===== config.mk =====
export PLATFORM = sky130hd
export DESIGN_NAME = tap_sweep_cal
export DESIGN_NICKNAME = d
export VERILOG_FILES = /design/src/rtl/tapcal_pkg.sv /design/src/rtl/bist_handshake.sv /design/src/rtl/tap_window_track.sv /design/src/rtl/tap_sweep_cal.sv
export SDC_FILE = /design/constraint.sdc
export NUM_CORES = 1
export LEC_CHECK = 0
export BUFFER_PORTS_ARGS = -buffer_cell sky130_fd_sc_hd__buf_4
export CORE_MARGIN = 3
export CORE_UTILIZATION = 30
export DETAILED_ROUTE_END_ITERATION = 12
export PLACE_DENSITY = 0.5
export SYNTH_ARGS = -nofsm -noshare
export SYNTH_HDL_FRONTEND = slang
export SYNTH_SLANG_ARGS = --single-unit

===== constraint.sdc =====
create_clock -name clk -period 5.45 [get_ports clk]
set_clock_uncertainty 0.2 [all_clocks]
set_input_delay 0.2725 -clock clk [delete_from_list [all_inputs] [get_ports clk]]
set_output_delay 0.2725 -clock clk [all_outputs]
set_load 0.005 [all_outputs]

===== src/rtl/tapcal_pkg.sv =====
// Package: shared types for the delay tap sweep calibrator.
// Assumes: none; holds only state encodings and the result record.
package tapcal_pkg;

    // Sweep sequencer states.
    typedef enum logic [2:0] {
        SW_IDLE,
        SW_APPLY,
        SW_WAIT,
        SW_FINAL,
        SW_DONE
    } sweep_state_t;

    // Self-test handshake states.
    typedef enum logic {
        HS_IDLE,
        HS_BUSY
    } hs_state_t;

    // Outcome of one self-test, valid for a single cycle.
    typedef struct packed {
        logic valid;
        logic pass;
        logic timed_out;
    } test_result_t;

endpackage


===== src/rtl/bist_handshake.sv =====
// Module: bist_handshake
// Launches one self-test when launch pulses and holds go until the finished
// flag (status bit 0) is seen. It then grades the count in status[CNT_W:1]
// against EXPECT_CNT and reports a one-cycle result.
// Assumes: launch comes only while idle. The finished flag falls after go
// falls, before the next launch. TIMEOUT bounds the wait.
module bist_handshake
    import tapcal_pkg::*;
#(
    parameter int CNT_W      = 8,
    parameter int EXPECT_CNT = 8,
    parameter int TIMEOUT    = 200
) (
    input  logic             clk,
    input  logic             rst_n,
    input  logic             launch,
    input  logic [CNT_W:0]   status_i,
    output logic             go_o,
    output test_result_t     res_o
);

    localparam int TMR_W = $clog2(TIMEOUT + 1);
    localparam logic [CNT_W-1:0] EXP_L   = CNT_W'(EXPECT_CNT);
    localparam logic [TMR_W-1:0] TMR_END = TMR_W'(TIMEOUT - 1);

    hs_state_t          state;
    logic [TMR_W-1:0]   timer;
    logic               fin_seen;
    logic [CNT_W-1:0]   cnt_seen;

    assign fin_seen = status_i[0];
    assign cnt_seen = status_i[CNT_W:1];

    // Launch, wait for finished or timeout, then grade the count.
    always_ff @(posedge clk) begin
        if (!rst_n) begin
            state <= HS_IDLE;
            go_o  <= 1'b0;
            timer <= '0;
            res_o <= '0;
        end else begin
            res_o <= '0;
            case (state)
                HS_IDLE: begin
                    if (launch) begin
                        go_o  <= 1'b1;
                        timer <= '0;
                        state <= HS_BUSY;
                    end
                end
                HS_BUSY: begin
                    if (fin_seen) begin
                        go_o            <= 1'b0;
                        res_o.valid     <= 1'b1;
                        res_o.pass      <= (cnt_seen == EXP_L);
                        state           <= HS_IDLE;
                    end else if (timer == TMR_END) begin
                        go_o            <= 1'b0;
                        res_o.valid     <= 1'b1;
                        res_o.timed_out <= 1'b1;
                        state           <= HS_IDLE;
                    end else begin
                        timer <= timer + TMR_W'(1);
                    end
                end
                default: state <= HS_IDLE;
            endcase
        end
    end

    // go drops the cycle after the finished flag is seen.
    assert_go_drop_R3: assert property (@(posedge clk) disable iff (!rst_n)
        (go_o && fin_seen) |=> !go_o);

    // go is held while waiting and the limit has not been reached.
    assert_go_hold_R3: assert property (@(posedge clk) disable iff (!rst_n)
        (go_o && !fin_seen && timer < TMR_END) |=> go_o);

    // a timed-out test is never graded as a pass.
    assert_timeout_fail_R9: assert property (@(posedge clk) disable iff (!rst_n)
        res_o.timed_out |-> (res_o.valid && !res_o.pass));

    // a pass result only follows a seen finished flag with count equal.
    assert_pass_count_R4: assert property (@(posedge clk) disable iff (!rst_n)
        (res_o.pass) |-> ($past(cnt_seen) == EXP_L && $past(fin_seen)));

endmodule


===== src/rtl/tap_window_track.sv =====
// Module: tap_window_track
// Records the lowest and highest passing setting of a sweep and counts
// the passes. It gives the midpoint of the span, reduced modulo the range.
// Assumes: updates come in ascending setting order; clear precedes a sweep.
module tap_window_track #(
    parameter int TAP_W = 6
) (
    input  logic             clk,
    input  logic             rst_n,
    input  logic             clear,
    input  logic             upd,
    input  logic             pass,
    input  logic [TAP_W-1:0] tap,
    output logic             any_pass_o,
    output logic [TAP_W-1:0] centre_o,
    output logic [TAP_W:0]   pass_cnt_o
);

    localparam int TAPS = 1 << TAP_W;

    logic             seen;
    logic [TAP_W-1:0] low_q;
    logic [TAP_W-1:0] high_q;
    logic [TAP_W:0]   span_sum;
    logic [TAP_W:0]   span_half;

    // Track the first and last pass; the seen flag marks "none yet".
    always_ff @(posedge clk) begin
        if (!rst_n || clear) begin
            seen       <= 1'b0;
            low_q      <= '0;
            high_q     <= '0;
            pass_cnt_o <= '0;
        end else if (upd && pass) begin
            if (!seen) begin
                low_q <= tap;
                seen  <= 1'b1;
            end
            high_q     <= tap;
            pass_cnt_o <= pass_cnt_o + (TAP_W+1)'(1);
        end
    end

    // Midpoint of the span with integer division, wrapped into the range.
    always_comb begin
        span_sum  = {1'b0, low_q} + {1'b0, high_q};
        span_half = span_sum >> 1;
        centre_o  = span_half[TAP_W-1:0];
    end

    assign any_pass_o = seen;

    // with ascending updates the low end never exceeds the high end.
    assert_span_order_R5: assert property (@(posedge clk) disable iff (!rst_n)
        seen |-> (low_q <= high_q));

    // the first pass fixes the low end at that setting.
    assert_first_pass_R5: assert property (@(posedge clk) disable iff (!rst_n)
        (!clear && upd && pass && !seen) |=> (seen && low_q == $past(tap)));

    // the pass count never exceeds the number of settings.
    assert_cnt_bound_R7: assert property (@(posedge clk) disable iff (!rst_n)
        pass_cnt_o <= (TAP_W+1)'(TAPS));

endmodule


===== src/rtl/tap_sweep_cal.sv =====
// Module: tap_sweep_cal (top)
// Sweeps the delay setting from 0 to the top of the range. It runs one
// self-test per setting through bist_handshake and feeds the results to
// tap_window_track. It then writes the midpoint, or the saved initial
// setting if nothing passed, into every lane and pulses cal_done.
// Assumes: cal_start is only taken when idle; both lanes share one value.
module tap_sweep_cal
    import tapcal_pkg::*;
#(
    parameter int TAP_W      = 6,
    parameter int CNT_W      = 8,
    parameter int EXPECT_CNT = 8,
    parameter int TIMEOUT    = 200
) (
    input  logic             clk,
    input  logic             rst_n,
    input  logic             cal_start,
    input  logic [TAP_W-1:0] init_tap,
    input  logic [CNT_W:0]   bist_status,
    output logic             bist_go,
    output logic [TAP_W-1:0] lane0_tap,
    output logic [TAP_W-1:0] lane1_tap,
    output logic             cal_done,
    output logic [TAP_W:0]   pass_count
);

    localparam int NUM_LANES = 2;
    localparam logic [TAP_W-1:0] TAP_LAST = TAP_W'((1 << TAP_W) - 1);

    sweep_state_t     state;
    logic [TAP_W-1:0] tap_idx;
    logic [TAP_W-1:0] saved_tap;
    logic             launch;
    test_result_t     res;
    logic             trk_clear;
    logic             trk_upd;
    logic             any_pass;
    logic [TAP_W-1:0] centre;
    logic             lane_ld;
    logic [TAP_W-1:0] lane_nxt;
    logic [TAP_W-1:0] lane_q [NUM_LANES];

    assign launch    = (state == SW_APPLY);
    assign trk_clear = (state == SW_IDLE) && cal_start;
    assign trk_upd   = (state == SW_WAIT) && res.valid;
    assign cal_done  = (state == SW_DONE);

    // Sweep sequencer: start, apply, wait per setting, finalise, signal done.
    always_ff @(posedge clk) begin
        if (!rst_n) begin
            state     <= SW_IDLE;
            tap_idx   <= '0;
            saved_tap <= '0;
        end else begin
            case (state)
                SW_IDLE: begin
                    if (cal_start) begin
                        saved_tap <= init_tap;
                        tap_idx   <= '0;
                        state     <= SW_APPLY;
                    end
                end
                SW_APPLY: state <= SW_WAIT;
                SW_WAIT: begin
                    if (res.valid) begin
                        if (tap_idx == TAP_LAST) begin
                            state <= SW_FINAL;
                        end else begin
                            tap_idx <= tap_idx + TAP_W'(1);
                            state   <= SW_APPLY;
                        end
                    end
                end
                SW_FINAL: state <= SW_DONE;
                SW_DONE:  state <= SW_IDLE;
                default:  state <= SW_IDLE;
            endcase
        end
    end

    // Choose when and what to load into the lane delay registers.
    always_comb begin
        lane_ld  = 1'b0;
        lane_nxt = tap_idx;
        case (state)
            SW_IDLE: begin
                lane_ld  = cal_start;
                lane_nxt = '0;
            end
            SW_WAIT: begin
                lane_ld  = res.valid && (tap_idx != TAP_LAST);
                lane_nxt = tap_idx + TAP_W'(1);
            end
            SW_FINAL: begin
                lane_ld  = 1'b1;
                lane_nxt = any_pass ? centre : saved_tap;
            end
            default: ;
        endcase
    end

    // One delay register per lane, all loaded with the same value.
    for (genvar g = 0; g < NUM_LANES; g++) begin : g_lane
        always_ff @(posedge clk) begin
            if (!rst_n) begin
                lane_q[g] <= '0;
            end else if (lane_ld) begin
                lane_q[g] <= lane_nxt;
            end
        end
    end

    assign lane0_tap = lane_q[0];
    assign lane1_tap = lane_q[1];

    bist_handshake #(
        .CNT_W      (CNT_W),
        .EXPECT_CNT (EXPECT_CNT),
        .TIMEOUT    (TIMEOUT)
    ) u_hs (
        .clk      (clk),
        .rst_n    (rst_n),
        .launch   (launch),
        .status_i (bist_status),
        .go_o     (bist_go),
        .res_o    (res)
    );

    tap_window_track #(
        .TAP_W (TAP_W)
    ) u_trk (
        .clk        (clk),
        .rst_n      (rst_n),
        .clear      (trk_clear),
        .upd        (trk_upd),
        .pass       (res.pass),
        .tap        (tap_idx),
        .any_pass_o (any_pass),
        .centre_o   (centre),
        .pass_cnt_o (pass_count)
    );

    // while a test runs, both lanes carry the same setting.
    assert_lanes_match_R2: assert property (@(posedge clk) disable iff (!rst_n)
        bist_go |-> (lane0_tap == lane1_tap));

    // lanes stay fixed for the whole duration of a test.
    assert_lanes_stable_R2: assert property (@(posedge clk) disable iff (!rst_n)
        (bist_go && $past(bist_go)) |-> $stable(lane0_tap));

    // the completion pulse lasts one cycle.
    assert_done_pulse_R8: assert property (@(posedge clk) disable iff (!rst_n)
        cal_done |=> !cal_done);

    // no test is running while completion is signalled.
    assert_done_quiet_R8: assert property (@(posedge clk) disable iff (!rst_n)
        cal_done |-> !bist_go);

endmodule


==> results_dict.tcl <==
set metrics [dict create \
    synth_area_mm2 0.00284 \
    synth_cell_type_count 64 \
    die_y_um 103 \
    yosysWarningCount 0 \
    path_max_fanout 21 \
    period_share_pct 50.5 \
    ys_seq_area_share_pct 39.5 \
    finalSetupViolCount 0 \
    required_ps 5250 \
    htreeDepth 2 \
    grt_max_degree 22 \
    wl_per_cell_um 14.9 \
    synth_fa_ha_area_share_pct 4.23 \
    crit_arrival_ps 2550 \
    rr_startpoint "state[2]" \
    cts-root-buf "clkbuf_8" \
    rows 34 \
    grt_pass1_vias 2323 \
    endpoint_kind "flop" \
    drt_pass1_iterations 5 \
    worst_slack_ps 2700 \
    netlist_instances 325 \
    area.growth.synth_to_final_pct 15.7 \
    antennaDiodeCount 0 \
    synth-edff-count 6 \
    ant_nets 0 \
    grt_setup_unrepaired "false" \
    synth_xor_area_share_pct 2.47 \
    path_class "flop to flop" \
    finalHoldViolCount 0 \
    cts_sinks 53 \
    dr_total_vias 2379 \
    gp_congestion 0.819 \
    synth_seq_cells 53 \
    grt_pass1_wl_um 11700 \
    worstHoldPathType "input pin to flop" \
    pin_count 39 \
    die-area_mm2 0.0107 \
    maxSlewViolCount 0 \
    cap_violations 0 \
    worst_pin_slew_ps 744 \
    core_mm2 0.00893 \
    worstSetupStartpointType "flop" \
    io_buffers 38 \
    synth_compound_area_share_pct 19.6 \
    numCtsBuffers 5 \
    drt-initial-drc-count 98 \
    syn_nets 352 \
    layout-drive-gt1-share_pct 18.1 \
    grtUsageTotal_pct 13.8 \
    cts_tree "built" \
    synth_mux_area_share_pct 2.20 \
    critPathLaunch "state[2]" \
    fin_crit_ps 2750 \
    synth_flop_cell "dfxtp_1" \
    outcome "finished clean" \
    drt-total-wl_um 6850 \
    clk_latency_ps 320 \
    place_inst 449 \
    slew_headroom_pct 50.3 \
    maxClockFrequency_mhz 363 \
    nets 379 \
    start_util_pct 31.8 \
    dp_slack_ps 2700 \
    synth_top_family_by_area "simple AND/OR/NAND/NOR gates" \
    yosys.area_share.simple_pct 26.4 \
    finalNonFillerCells 461 \
    clk_pin_slew_ps 100 \
    p_per_area_mw_per_mm2 227 \
    cts_buffer_depth 2 \
    ir_worst_vdd_mv 0.0823 \
    antenna_found_initial 0 \
    avgSynthCellArea_um2 8.73 \
    hpwl_um 5030 \
    min_from "init_tap[3]" \
    fin_setup_tns_ps 0 \
    die_width_um 103 \
    p_leak_nw 1.18 \
    vias_per_cell 5.16 \
    drc 0 \
    grt_overflow 0 \
    async_flop_share_pct 0 \
]
-- area by class of cell --
| class | count | area, um^2 |
|---|---|---|
| fillers | 911 | 5650 |
| multi-input cells | 241 | 1560 |
| flip-flops and latches | 53 | 1120 |
| repair buffers | 42 | 325 |
| well taps | 108 | 135 |
| clock buffers | 6 | 93.8 |
| inverters | 9 | 33.8 |
| clock inverters | 2 | 16.3 |
-- cell families (layout without fill, tap and decap cells) --
family | Yosys count | in the layout
simple gates | 132 | 132
compound gates | 86 | 86
mux | 6 | 6
flops | 53 | 53
fa+ha+maj | 9 | 9
xor+xnor | 8 | 8
buf+inv | 31 | 59
-- cell usage after synthesis, types with 2 or more instances --
master	n	area, um^2
buf_4	7	52.6
clkbuf_1	7	26.3
nor2_1	17	63.8
or2_2	2	12.5
o2111ai_1	2	17.5
and2_1	2	12.5
xnor2_1	6	52.6
nand4_1	2	12.5
o21ai_0	16	80.1
nor2b_1	4	25.0
nand2b_1	5	31.3
nor3_1	6	30.0
dfxtp_1	47	941
o211ai_1	3	22.5
mux2_2	2	22.5
mux2i_1	4	40.0
buf_2	6	30.0
inv_1	9	33.8
nand3b_1	4	30.0
a21oi_1	37	185
nor4_4	2	42.5
edfxtp_1	6	180
o21a_1	2	15.0
xor2_1	2	17.5
or4b_1	3	30.0
nand2_1	52	195
a211oi_1	3	22.5
ha_1	8	100
o32ai_1	2	17.5
or3_1	7	43.8
a31oi_1	5	31.3
and3_1	2	12.5
a41o_1	2	20.0
nand3_1	11	55.1
-- through the flow --
| stage | hold slack (ps) | instance area (um^2) | utilization [%] | power [mW] |
|---|---|---|---|---|
| 6_report | 19.1 | 3280 | 36.8 | 0.746 |
| 5_1_grt | 9.63 | 3280 | 36.8 | 0.784 |
| 4_1_cts | 5.31 | 3280 | 36.8 | 0.757 |
| 3_5_place_dp | 240 | 3130 | 35.1 | 0.496 |
| 3_3_place_gp | 236 | 3130 | 35.1 | 0.496 |
| 2_1_floorplan | 148 | 2840 | - | 0.470 |
-- timing repair --
item | CTS | global route
setup buffers | 0 | 0
hold endpoints to repair | 3 | 0
hold buffers | 4 | 0
endpoints found under the setup margin | 0 | 0
resized for setup | 0 | 0
-- power breakdown --
part,internal [mW],switching [mW]
sequential,0.404,0.00995
clock,0.119,0.138
combinational,0.0349,0.0403
-- state kept, by name, indices dropped and copies added (netlist names) --
name,cells
u_trk.any_pass_o,1
u_trk.pass_cnt_o,7
u_hs.res_o,2
state,3
u_trk.high_q,6
tap_idx,6
u_trk.low_q,6
lane_q,6
u_hs.timer,8
u_hs.state,1
u_hs.go_o,1
saved_tap,6
-- path summary, 6_finish.rpt --
kind / cells after the start / slack [ps] / to
hold / removal: 3 / 20 / saved_tap[3]
hold reg to reg: 2 / 270 / saved_tap[0]
setup / recovery: 3 / 2700 / lane_q[1][5]
setup reg to reg: 3 / 2700 / lane_q[1][5]
-- metal layers --
| metal | part of all wire (%) | routed length (um) | GRT usage [%] | vias up |
|---|---|---|---|---|
| met4 | 0.95 | 65 | 3.49 | 0 |
| met2 | 45 | 3080 | 21.1 | 58 |
| met3 | 4.1 | 280 | 3.09 | 5 |
| li1 | - | - | - | 1220 |
| met1 | 50 | 3430 | 19.8 | 1096 |
| met5 | 0 | 0 | 0 | - |
-- cell usage in the layout (no fill, tap or decap), types with 2 or more instances in the layout --
master	synthesis	routed
nor3_1	6	6
mux2i_1	4	4
nand3_1	11	11
o32ai_1	2	2
nand3b_1	4	4
buf_4	7	38
o2111ai_1	2	2
or2_2	2	2
xnor2_1	6	6
a211oi_1	3	3
nand4_1	2	2
xor2_1	2	2
or3_1	7	7
o21ai_0	16	16
nand2b_1	5	5
nor2_1	17	17
dlygate4sd3_1	0	4
edfxtp_1	6	6
ha_1	8	8
o21a_1	2	2
dfxtp_1	47	47
nand2_1	52	52
inv_1	9	9
mux2_2	2	2
a21oi_1	37	37
a41o_1	2	2
and3_1	2	2
nor2b_1	4	4
clkbuf_8	0	5
o211ai_1	3	3
nor4_4	2	2
or4b_1	3	3
and2_1	2	2
a31oi_1	5	5
-- worst max-delay path: stages (launching register included) --
cell and delay [ps]:
dfxtp_1 460, or4b_1 790, nand2_1 650, a211o_1 340
(Power assumes the default switching activity.)
